`config.mk`:
```
export PLATFORM = sky130hd
export DESIGN_NAME = usb_irq_wrap
export DESIGN_NICKNAME = d
export VERILOG_FILES = /design/src/rtl/usb_irq_pkg.sv /design/src/rtl/usb_irq_group.sv /design/src/rtl/usb_irq_arm.sv /design/src/rtl/usb_irq_wrap.sv
export SDC_FILE = /design/constraint.sdc
export NUM_CORES = 1
export LEC_CHECK = 0
export ABC_AREA = 1
export CORE_ASPECT_RATIO = 1.4
export CORE_MARGIN = 2
export CORE_UTILIZATION = 30
export CTS_CLUSTER_DIAMETER = 100
export CTS_CLUSTER_SIZE = 8
export DETAILED_ROUTE_END_ITERATION = 6
export MAX_ROUTING_LAYER = met4
export PLACE_DENSITY = 0.48
export SETUP_SLACK_MARGIN = 0.4
export SLEW_MARGIN = 15
export SYNTH_ARGS = -nofsm -noshare
export SYNTH_HDL_FRONTEND = slang
export SYNTH_HIERARCHICAL = 1
export SYNTH_SLANG_ARGS = --single-unit
```
`constraint.sdc`:
```
create_clock -name clk -period 3.4 [get_ports clk]
set_clock_uncertainty 0.2 [all_clocks]
set_input_delay 1.02 -clock clk [delete_from_list [all_inputs] [get_ports clk]]
set_output_delay 1.02 -clock clk [all_outputs]
set_load 0.1 [all_outputs]
```
`src/rtl/usb_irq_pkg.sv`:
```
package usb_irq_pkg;

    localparam int unsigned DATA_W       = 32;
    localparam int unsigned CORE_EVT_W   = 9;
    localparam int unsigned CORE_EVT_LSB = 16;

    // fixed offsets
    localparam logic [7:0] OFF_REV  = 8'h00;
    localparam logic [7:0] OFF_CTRL = 8'h04;
    localparam logic [7:0] OFF_STAT = 8'h08;
    localparam logic [7:0] OFF_EOI  = 8'h60;

    // group bases and offsets inside a group
    localparam logic [7:0] BASE_EP   = 8'h20;
    localparam logic [7:0] BASE_CORE = 8'h40;
    localparam logic [7:0] SUB_SRC     = 8'h00;
    localparam logic [7:0] SUB_SRC_SET = 8'h04;
    localparam logic [7:0] SUB_SRC_CLR = 8'h08;
    localparam logic [7:0] SUB_MSK     = 8'h0C;
    localparam logic [7:0] SUB_MSK_SET = 8'h10;
    localparam logic [7:0] SUB_MSK_CLR = 8'h14;
    localparam logic [7:0] SUB_MASKED  = 8'h18;

    localparam logic [DATA_W-1:0] EP_VALID   = 32'hFFFE_FFFF;
    localparam logic [DATA_W-1:0] CORE_VALID = 32'h01FF_0000;

    typedef struct packed {
        logic [DATA_W-1:0] src;
        logic [DATA_W-1:0] msk;
    } grp_state_t;

    typedef struct packed {
        logic armed;
        logic fire;
    } arm_state_t;

endpackage

```
`src/rtl/usb_irq_group.sv`:
```
module usb_irq_group
    import usb_irq_pkg::*;
#(
    parameter int unsigned       W     = DATA_W,
    parameter logic [W-1:0]      VALID = '1
) (
    input  logic         clk,
    input  logic         rst_n,
    input  logic         soft_clr,
    input  logic [W-1:0] set_src,
    input  logic [W-1:0] clr_src,
    input  logic [W-1:0] set_msk,
    input  logic [W-1:0] clr_msk,
    input  logic [W-1:0] hw_evt,
    output logic [W-1:0] src_o,
    output logic [W-1:0] msk_o,
    output logic [W-1:0] masked_o
);

    typedef struct packed {
        logic [W-1:0] src;
        logic [W-1:0] msk;
    } st_t;

    st_t st_d, st_q;

    always_comb begin
        st_d = st_q;
        if (soft_clr) begin
            st_d = '0;
        end else begin
            // event OR'd in after the clear: events are never lost
            st_d.src = ((st_q.src & ~clr_src) | set_src | hw_evt) & VALID;
            st_d.msk = ((st_q.msk & ~clr_msk) | set_msk) & VALID;
        end
    end

    always_ff @(posedge clk or negedge rst_n) begin
        if (!rst_n) st_q <= '0;
        else        st_q <= st_d;
    end

    assign src_o    = st_q.src;
    assign msk_o    = st_q.msk;
    assign masked_o = st_q.src & st_q.msk;

endmodule

```
`src/rtl/usb_irq_arm.sv`:
```
module usb_irq_arm
    import usb_irq_pkg::*;
(
    input  logic clk,
    input  logic rst_n,
    input  logic pend,
    input  logic eoi,
    output logic irq
);

    arm_state_t st_d, st_q;

    always_comb begin
        st_d      = st_q;
        st_d.fire = st_q.armed & pend;
        if (st_d.fire)  st_d.armed = 1'b0;
        else if (eoi)   st_d.armed = 1'b1;
    end

    always_ff @(posedge clk or negedge rst_n) begin
        if (!rst_n) st_q <= '{armed: 1'b1, fire: 1'b0};
        else        st_q <= st_d;
    end

    assign irq = st_q.fire;

endmodule

```
`src/rtl/usb_irq_wrap.sv`:
```
module usb_irq_wrap
    import usb_irq_pkg::*;
#(
    parameter int unsigned       ADDR_W = 8,
    parameter logic [DATA_W-1:0] REV_ID = 32'h0001_0A03
) (
    input  logic                  clk,
    input  logic                  rst_n,
    input  logic [ADDR_W-1:0]     bus_addr,
    input  logic                  bus_wr,
    input  logic [DATA_W-1:0]     bus_wdata,
    output logic [DATA_W-1:0]     bus_rdata,
    input  logic [DATA_W-1:0]     ep_evt,
    input  logic [CORE_EVT_W-1:0] core_evt,
    input  logic                  vbus_drv,
    output logic                  irq_out
);

    localparam int unsigned NGRP = 2;

    function automatic logic [7:0] grp_base(input int g);
        return (g == 0) ? BASE_EP : BASE_CORE;
    endfunction

    function automatic logic [ADDR_W-1:0] reg_at(input logic [7:0] base, input logic [7:0] sub);
        return ADDR_W'(base) + ADDR_W'(sub);
    endfunction

    logic [NGRP-1:0][DATA_W-1:0] grp_set_src, grp_clr_src, grp_set_msk, grp_clr_msk;
    logic [NGRP-1:0][DATA_W-1:0] grp_evt, grp_src, grp_msk, grp_masked;
    logic soft_clr, eoi_wr, any_pend;

    assign soft_clr = bus_wr && (bus_addr == ADDR_W'(OFF_CTRL)) && bus_wdata[0];
    assign eoi_wr   = bus_wr && (bus_addr == ADDR_W'(OFF_EOI));

    assign grp_evt[0] = ep_evt;
    assign grp_evt[1] = DATA_W'(core_evt) << CORE_EVT_LSB;

    for (genvar g = 0; g < NGRP; g++) begin : g_grp
        localparam logic [7:0]        BASE  = (g == 0) ? BASE_EP : BASE_CORE;
        localparam logic [DATA_W-1:0] VALID = (g == 0) ? EP_VALID : CORE_VALID;

        assign grp_set_src[g] = (bus_wr && bus_addr == reg_at(BASE, SUB_SRC_SET)) ? bus_wdata : '0;
        assign grp_clr_src[g] = (bus_wr && bus_addr == reg_at(BASE, SUB_SRC_CLR)) ? bus_wdata : '0;
        assign grp_set_msk[g] = (bus_wr && bus_addr == reg_at(BASE, SUB_MSK_SET)) ? bus_wdata : '0;
        assign grp_clr_msk[g] = (bus_wr && bus_addr == reg_at(BASE, SUB_MSK_CLR)) ? bus_wdata : '0;

        usb_irq_group #(.W(DATA_W), .VALID(VALID)) u_grp (
            .clk      (clk),
            .rst_n    (rst_n),
            .soft_clr (soft_clr),
            .set_src  (grp_set_src[g]),
            .clr_src  (grp_clr_src[g]),
            .set_msk  (grp_set_msk[g]),
            .clr_msk  (grp_clr_msk[g]),
            .hw_evt   (grp_evt[g]),
            .src_o    (grp_src[g]),
            .msk_o    (grp_msk[g]),
            .masked_o (grp_masked[g])
        );
    end

    assign any_pend = |grp_masked;

    usb_irq_arm u_arm (
        .clk   (clk),
        .rst_n (rst_n),
        .pend  (any_pend),
        .eoi   (eoi_wr),
        .irq   (irq_out)
    );

    // read mux: anything not listed reads zero
    always_comb begin
        bus_rdata = '0;
        if (bus_addr == ADDR_W'(OFF_REV))  bus_rdata = REV_ID;
        if (bus_addr == ADDR_W'(OFF_STAT)) bus_rdata = DATA_W'(vbus_drv);
        for (int g = 0; g < NGRP; g++) begin
            if (bus_addr == reg_at(grp_base(g), SUB_SRC))    bus_rdata = grp_src[g];
            if (bus_addr == reg_at(grp_base(g), SUB_MSK))    bus_rdata = grp_msk[g];
            if (bus_addr == reg_at(grp_base(g), SUB_MASKED)) bus_rdata = grp_masked[g];
        end
    end

endmodule

```
==> impl_results.md, run 1 <==
- Outcome: finished, violations left
- Failing checks: setup timing
- TritonRoute pass-1 iters: 4
- Area after DPL: between 9000 and 10000 µm²
- Iteration-0 DRC Markers: 263
- Die Area: between 20000 and 30000 µm²
- Vias in the first global route: 6910
- Met3 usage: under 10%
- R2R cell count: 10
- Largest net degree at the start of global routing: 47
- Yosys warnings: 6
- Port Buf Inserts: 116
- NumNets Final: ~1400
- Row count: between 60 and 70
- WP data required: between 2 and 2.5 ns
- Commonest non-fill, non-tap cell in the layout: nand2_1
- Worst VDD drop: roughly 0.23 mV
- Final setup vio count: 32
- CTS H-tree depth: 3
- Period utilization: 106%
- Max cap viols: 0
- Period minus WS final: around 3.6 ns
- Setup tns final: -5.50 ns
- Hold path startpoint: u_arm/st_q[1]
- Area delta synth->final: 36.1%
- Via count: ~7000
- I/O Pins: approximately 120
- TritonCTS sink count: between 80 and 90
- Design area: ~9800 µm²
- CP Launch Type: primary input
- Mapped cell area: 7200 µm²
- Detail Route Antenna Nets: 0
- Gate Count Post-Synth: 1167
- FF/Latch Area: 2050 µm²
- Core ar.: roughly 24000 µm²
- Crit Path Max Fanout: 4
- Most frequent cells in the layout: 285 x nand2_1, 238 x nor2_1, 199 x inv_1, 81 x a21oi_2, 81 x dfrtp_1
- Height of the die: between 150 and 200 µm
- Area of the multi-input gates: 3920 µm²
- Met2 usage: about a third
- Met1 usage: between 20% and 30%
- Pwr/cell area: around 280 nW/µm²
- Worst Setup End Kind: output port
- Die width: around 130 µm
- Worst-Margin Slew: between 0.5 and 0.6 ns
- ANT cells: 0
- Clock root buffer: clkbuf_16
- Final hold vios: 0
- Vias/cell: between 4 and 5
- Launching point of the worst reg2reg path: g_grp[0].u_grp/msk_o[24]
- DR WL/cell: between 10 and 15 µm
- RSZ-0062 raised after global routing: true
- Type of the most critical hold path: reg2reg
- Fill count: approximately 2600
- CTS clock-pin slew for the worst setup and hold paths: roughly 0.060 ns
- GRT overflow: 0
- Drt total wl: ~22000 µm
- Rel. slew slack: 63.9%
- Mean post-synth cell area: ~6.2 µm²
- Share of layout cells above drive strength 1: between 10% and 20%
- Skew-Pair Late Insertion Delay: 0.35 ns
- CTS tree: done
- R2R setup slack: 1.63 ns
- Initial Util: around 30%
- Fmax: 278 MHz
- First-pass GRT wire length: between 30000 and 40000 µm
- RD Place Congestion: approximately 0.84
- Pre-CTS setup slack: -0.648 ns
- Arr. time, crit path: ~2.4 ns
- Hold WS: around 0.31 ns
- Grt peak-use layer: met2
- Gr usage total: 18.7%
- Total CTS buffers: 9
- Lkg Pwr: roughly 4.7 nW
- DP Wirelength: between 15000 and 20000 µm
- Final max-slew violation count: 0
- Final core occ: between 40% and 50%
- Setup CP Type: in2out
- Initial antenna violation count: 0
- CTS max path bufs: 2
- DRC: 0
- R2r endpoint: u_arm/st_q[1]
- Final worst setup slack: -0.200 ns
- Hold Path End: u_arm/irq
- Hold path cells: 2
per-layer routing:
| layer | routed length (µm) | part of all wire (%) |
|---|---|---|
| met1 | 9600 | 44 |
| met2 | 11400 | 52 |
| met3 | 680 | 3.1 |
| met4 | 334 | 1.5 |
| met5 | 0 | 0 |
area by class of cell:
cell class / count / share of cell area, %
Timing Repair Buffer: 196 / 23.1
Inverter: 209 / 8.08
Clock buffer: 10 / 2.44
Multi-Input combinational cell: 823 / 40.0
Tap cell: 310 / 3.96
Clock inverter: 5 / 1.53
Sequential cell: 82 / 20.9
where the power goes:
group | switching [mW] | total (mW) | leakage [nW] | internal (mW)
clock network | 0.428 | 1.31 | 0.189 | 0.883
logic | 0.225 | 0.402 | 3.60 | 0.177
registers | 0.0214 | 1.02 | 0.926 | 1.00
total | 0.675 | 2.74 | 4.72 | 2.06
sequential cells by signal (all words and copies together), names as in the netlist:
name and count:
g_grp.u_grp/msk_o 40, g_grp.u_grp/src_o 40, u_arm/irq 1, u_arm/st_q 1
timing repair:
item | in CTS | in global routing
hold buffers | 0 | 0
setup endpoints to repair | 32 | 32
gates cloned | 2 | 0
pin swaps | 16 | 8
resized for setup | 51 | 8
setup buffers | 10 | 0
critical path, stage by stage:
cell,delay (ns)
buf_6,0.09
nor2_4,0.18
nand3_4,0.12
buf_6,0.14
nor2_4,0.17
inv_2,0.06
buf_6,0.13
nor2_1,0.08
nor2_1,0.05
nand4_1,0.14
buf_12,0.19
worst max-delay path by stage:
stage / end / cells after the start / from / slack, ns
6_report: bus_rdata[9] / 11 / bus_addr[1] / -0.20
5_1_grt: bus_rdata[24] / 10 / bus_addr[1] / -0.31
4_1_cts: bus_rdata[18] / 8 / bus_addr[0] / -0.25
3_5_place_dp: bus_rdata[15] / 10 / bus_addr[5] / -0.65
3_3_place_gp: bus_rdata[19] / 8 / bus_addr[4] / -0.66
2_1_floorplan: bus_rdata[10] / 8 / bus_addr[5] / -0.35
through the flow:
stage,power [mW],std cells
CTS,2.77,1635
global placement,1.44,1608
global route,2.85,1635
finish,2.74,1635
floorplan,1.29,1237
detailed placement,1.44,1608
(Power assumes the default switching activity.)
==> run 2, diff against run 1 <==
- PLACE_DENSITY: 0.48 -> 0.5
- SYNTH_HIERARCHICAL: 1 -> default
==> run 2 against run 1 <==
Against the previous run:
- the flow still finishes with violations (setup timing)
- critical path depth rose by 1
- wire length is 14% lower
- final cell count down 25%
- total power down 9.8%
- sequential share of layout area grew 3.6 points
==> impl_results.md, run 2 <==
- Post-synth EDFFs: 0
- Final setup vio count: 32
- Worst-Margin Slew: a little under 0.5 ns
- Mean post-synth cell area: ~6.6 µm²
- Synth area leaders: dfrtp_1 38%, nand2_1 23%, a21oi_1 7.8%
- Crit Path Max Fanout: 6
- Delay-heaviest family, CP: buffers and inverters
- Post-Synth XOR/XNOR Area: 0%
- Worst VDD drop: between 0.15 and 0.2 mV
- Synth Flop Type: dfrtp_1
- DR WL/cell: between 15 and 20 µm
- DP Wirelength: 13300 µm
- Setup tns final: -5.85 ns
- Final core occ: roughly half
- DRC: 0
- Slowest CP cell: buf_12
- Pre-CTS setup slack: -0.757 ns
- Largest net degree at the start of global routing: between 60 and 70
- Yosys warnings: 0
- Seq/Total Area, Yosys: between 30% and 40%
- Share of layout cells above drive strength 1: roughly 23%
- I/O Pins: between 100 and 150
- FF/Latch Area: ~2100 µm²
- TritonCTS sink count: between 80 and 90
- R2R setup slack: roughly 1.9 ns
- Detail Route Antenna Nets: 0
- First-pass GRT wire length: about 30000 µm
- Initial antenna violation count: 0
- Fmax: between 200 and 300 MHz
- Outcome: finished, violations left
- Core ar.: about 17000 µm²
- NumNets Final: between 1000 and 1500
- Height of the die: 162 µm
- Die Area: 19000 µm²
- GRT overflow: 0
- Port Buf Inserts: 116
- Simple-gate share of the synthesized area: between 30% and 40%
- Async SR Flop Fraction: between 90% and 100%
- Area delta synth->final: 56.2%
- Max cap viols: 0
- Initial Util: a little under a third
- RD Place Congestion: between 0.8 and 0.9
- Mux cell area share after synthesis: 0%
- Period minus WS final: between 3 and 4 ns
- Synth top cells by count: 323 x nand2_1, 83 x a21oi_1, 81 x dfrtp_1
- Mapped cell area: 5360 µm²
- WP data required: between 2 and 2.5 ns
- CTS tree: done
- Skew-Pair Late Insertion Delay: around 0.34 ns
- Lkg Pwr: 3.51 nW
- CP Launch Type: primary input
- Rel. slew slack: 67.9%
- Final hold vios: 0
- Post-synth net total: about 900
- CP bufs+invs: 6
- Clock root buffer: clkbuf_16
- CTS H-tree depth: 3
- CTS clock-pin slew for the worst setup and hold paths: 0.06 ns
- Commonest non-fill, non-tap cell in the layout: nand2_1
- Worst Setup End Kind: output port
- Type of the most critical hold path: reg2reg
- Vias/cell: ~4.8
- Drt total wl: approximately 19000 µm
- Row count: 57
- Period utilization: 107%
- Failing checks: setup timing
- Area of the multi-input gates: roughly 3100 µm²
- Cell Chain, Critical Path: buf_6 -> nor2_4 -> buf_6 -> nand3_4 -> inv_4 -> nand2_8 -> buf_6 -> clkbuf_16 -> nand2_4 -> nor2_4 -> nor2_4 -> buf_12
- Synthesis-stage register bit count: 82
- Gr usage total: about a fifth
- Total CTS buffers: 9
- Most frequent cell after synthesis: nand2_1
- TritonRoute pass-1 iters: 4
- Die width: roughly 120 µm
- Post-Place Cells: ~1200
- Arr. time, crit path: between 2 and 2.5 ns
- RSZ-0062 raised after global routing: true
- Vias in the first global route: roughly 5800
- Gate Count Post-Synth: between 800 and 900
- Hold WS: between 0.3 and 0.4 ns
- Design area: roughly 8400 µm²
- Most frequent cells in the layout: 305 x nand2_1, 81 x dfrtp_1, 75 x a21oi_1, 74 x clkdlybuf4s50_1, 64 x nor2_1
- Adder-Cell Fraction of Synth Area: 0%
- Area after DPL: 7560 µm²
- Share of the synthesized area in the top cell type: around 38%
- CTS max path bufs: 2
- Fill count: between 1500 and 2000
- Max incr delay on CP: ~0.18 ns
- Final worst setup slack: -0.239 ns
- Pwr/cell area: 295 nW/µm²
- Cell taking the most area after synthesis: dfrtp_1
- Largest family of logic cells by synthesized area: simple AND/OR/NAND/NOR gates
- ANT cells: 0
- Synth Area in Compound Gates: 13.7%
- Finished Layout Cells: roughly 1200
- Synth cell types: 26
- Iteration-0 DRC Markers: 255
- Setup CP Type: in2out
- Final max-slew violation count: 0
- Power, Total: around 2.5 mW
- Via count: 5843
run 2: path summary, 6_finish.rpt:
path	startpoint	to	cells past startpoint
max	bus_addr[0]	bus_rdata[0]	12
min	u_arm.st_q[1]	u_arm.irq	2
max reg2reg	g_grp[0].u_grp.src_o[9]	u_arm.irq	8
min reg2reg	u_arm.st_q[1]	u_arm.irq	2
max in group asynchronous	rst_n	u_arm.st_q[1]	2
min in group asynchronous	rst_n	g_grp[1].u_grp.src_o[23]	1
run 2: cell type report:
type,count,area share [%]
clock buffer,11,2.90
clock inverter,5,0.927
inverter,72,3.50
multi-input combinational,627,37.5
sequential,82,24.5
tap,236,3.53
timing repair buffer,190,27.1
run 2: cell families after synthesis:
family	count (synthesis)
compound gates	132
buf+inv	103
flops	82
simple gates	495
run 2: power breakdown:
| part | internal, mW | switching (mW) |
|---|---|---|
| registers | 1.00 | 0.0241 |
| clock network | 0.661 | 0.407 |
| logic | 0.171 | 0.202 |
| total | 1.84 | 0.634 |
run 2: what timing repair did:
action | 4_1_cts | 5_1_grt
resized for setup | 89 | 45
hold buffers | 0 | 0
setup endpoints to repair | 63 | 32
pin swaps | 27 | 24
buffers inserted | 6 | 3
gates cloned | 3 | 2
run 2: metal layers:
layer  wire length, µm  GRT usage (%)  vias up
met2              9710           35.4      154
met3               846           2.54       25
met1              7890           25.8     2720
met4               450           7.11        0
li1                  -              -     2944
met5                 0              -        -
run 2: tightest hold or removal path, cell delays in order (launching register included):
cell and delay (ns):
dfstp_2 0.38, nand2_1 0.07, inv_1 0.04
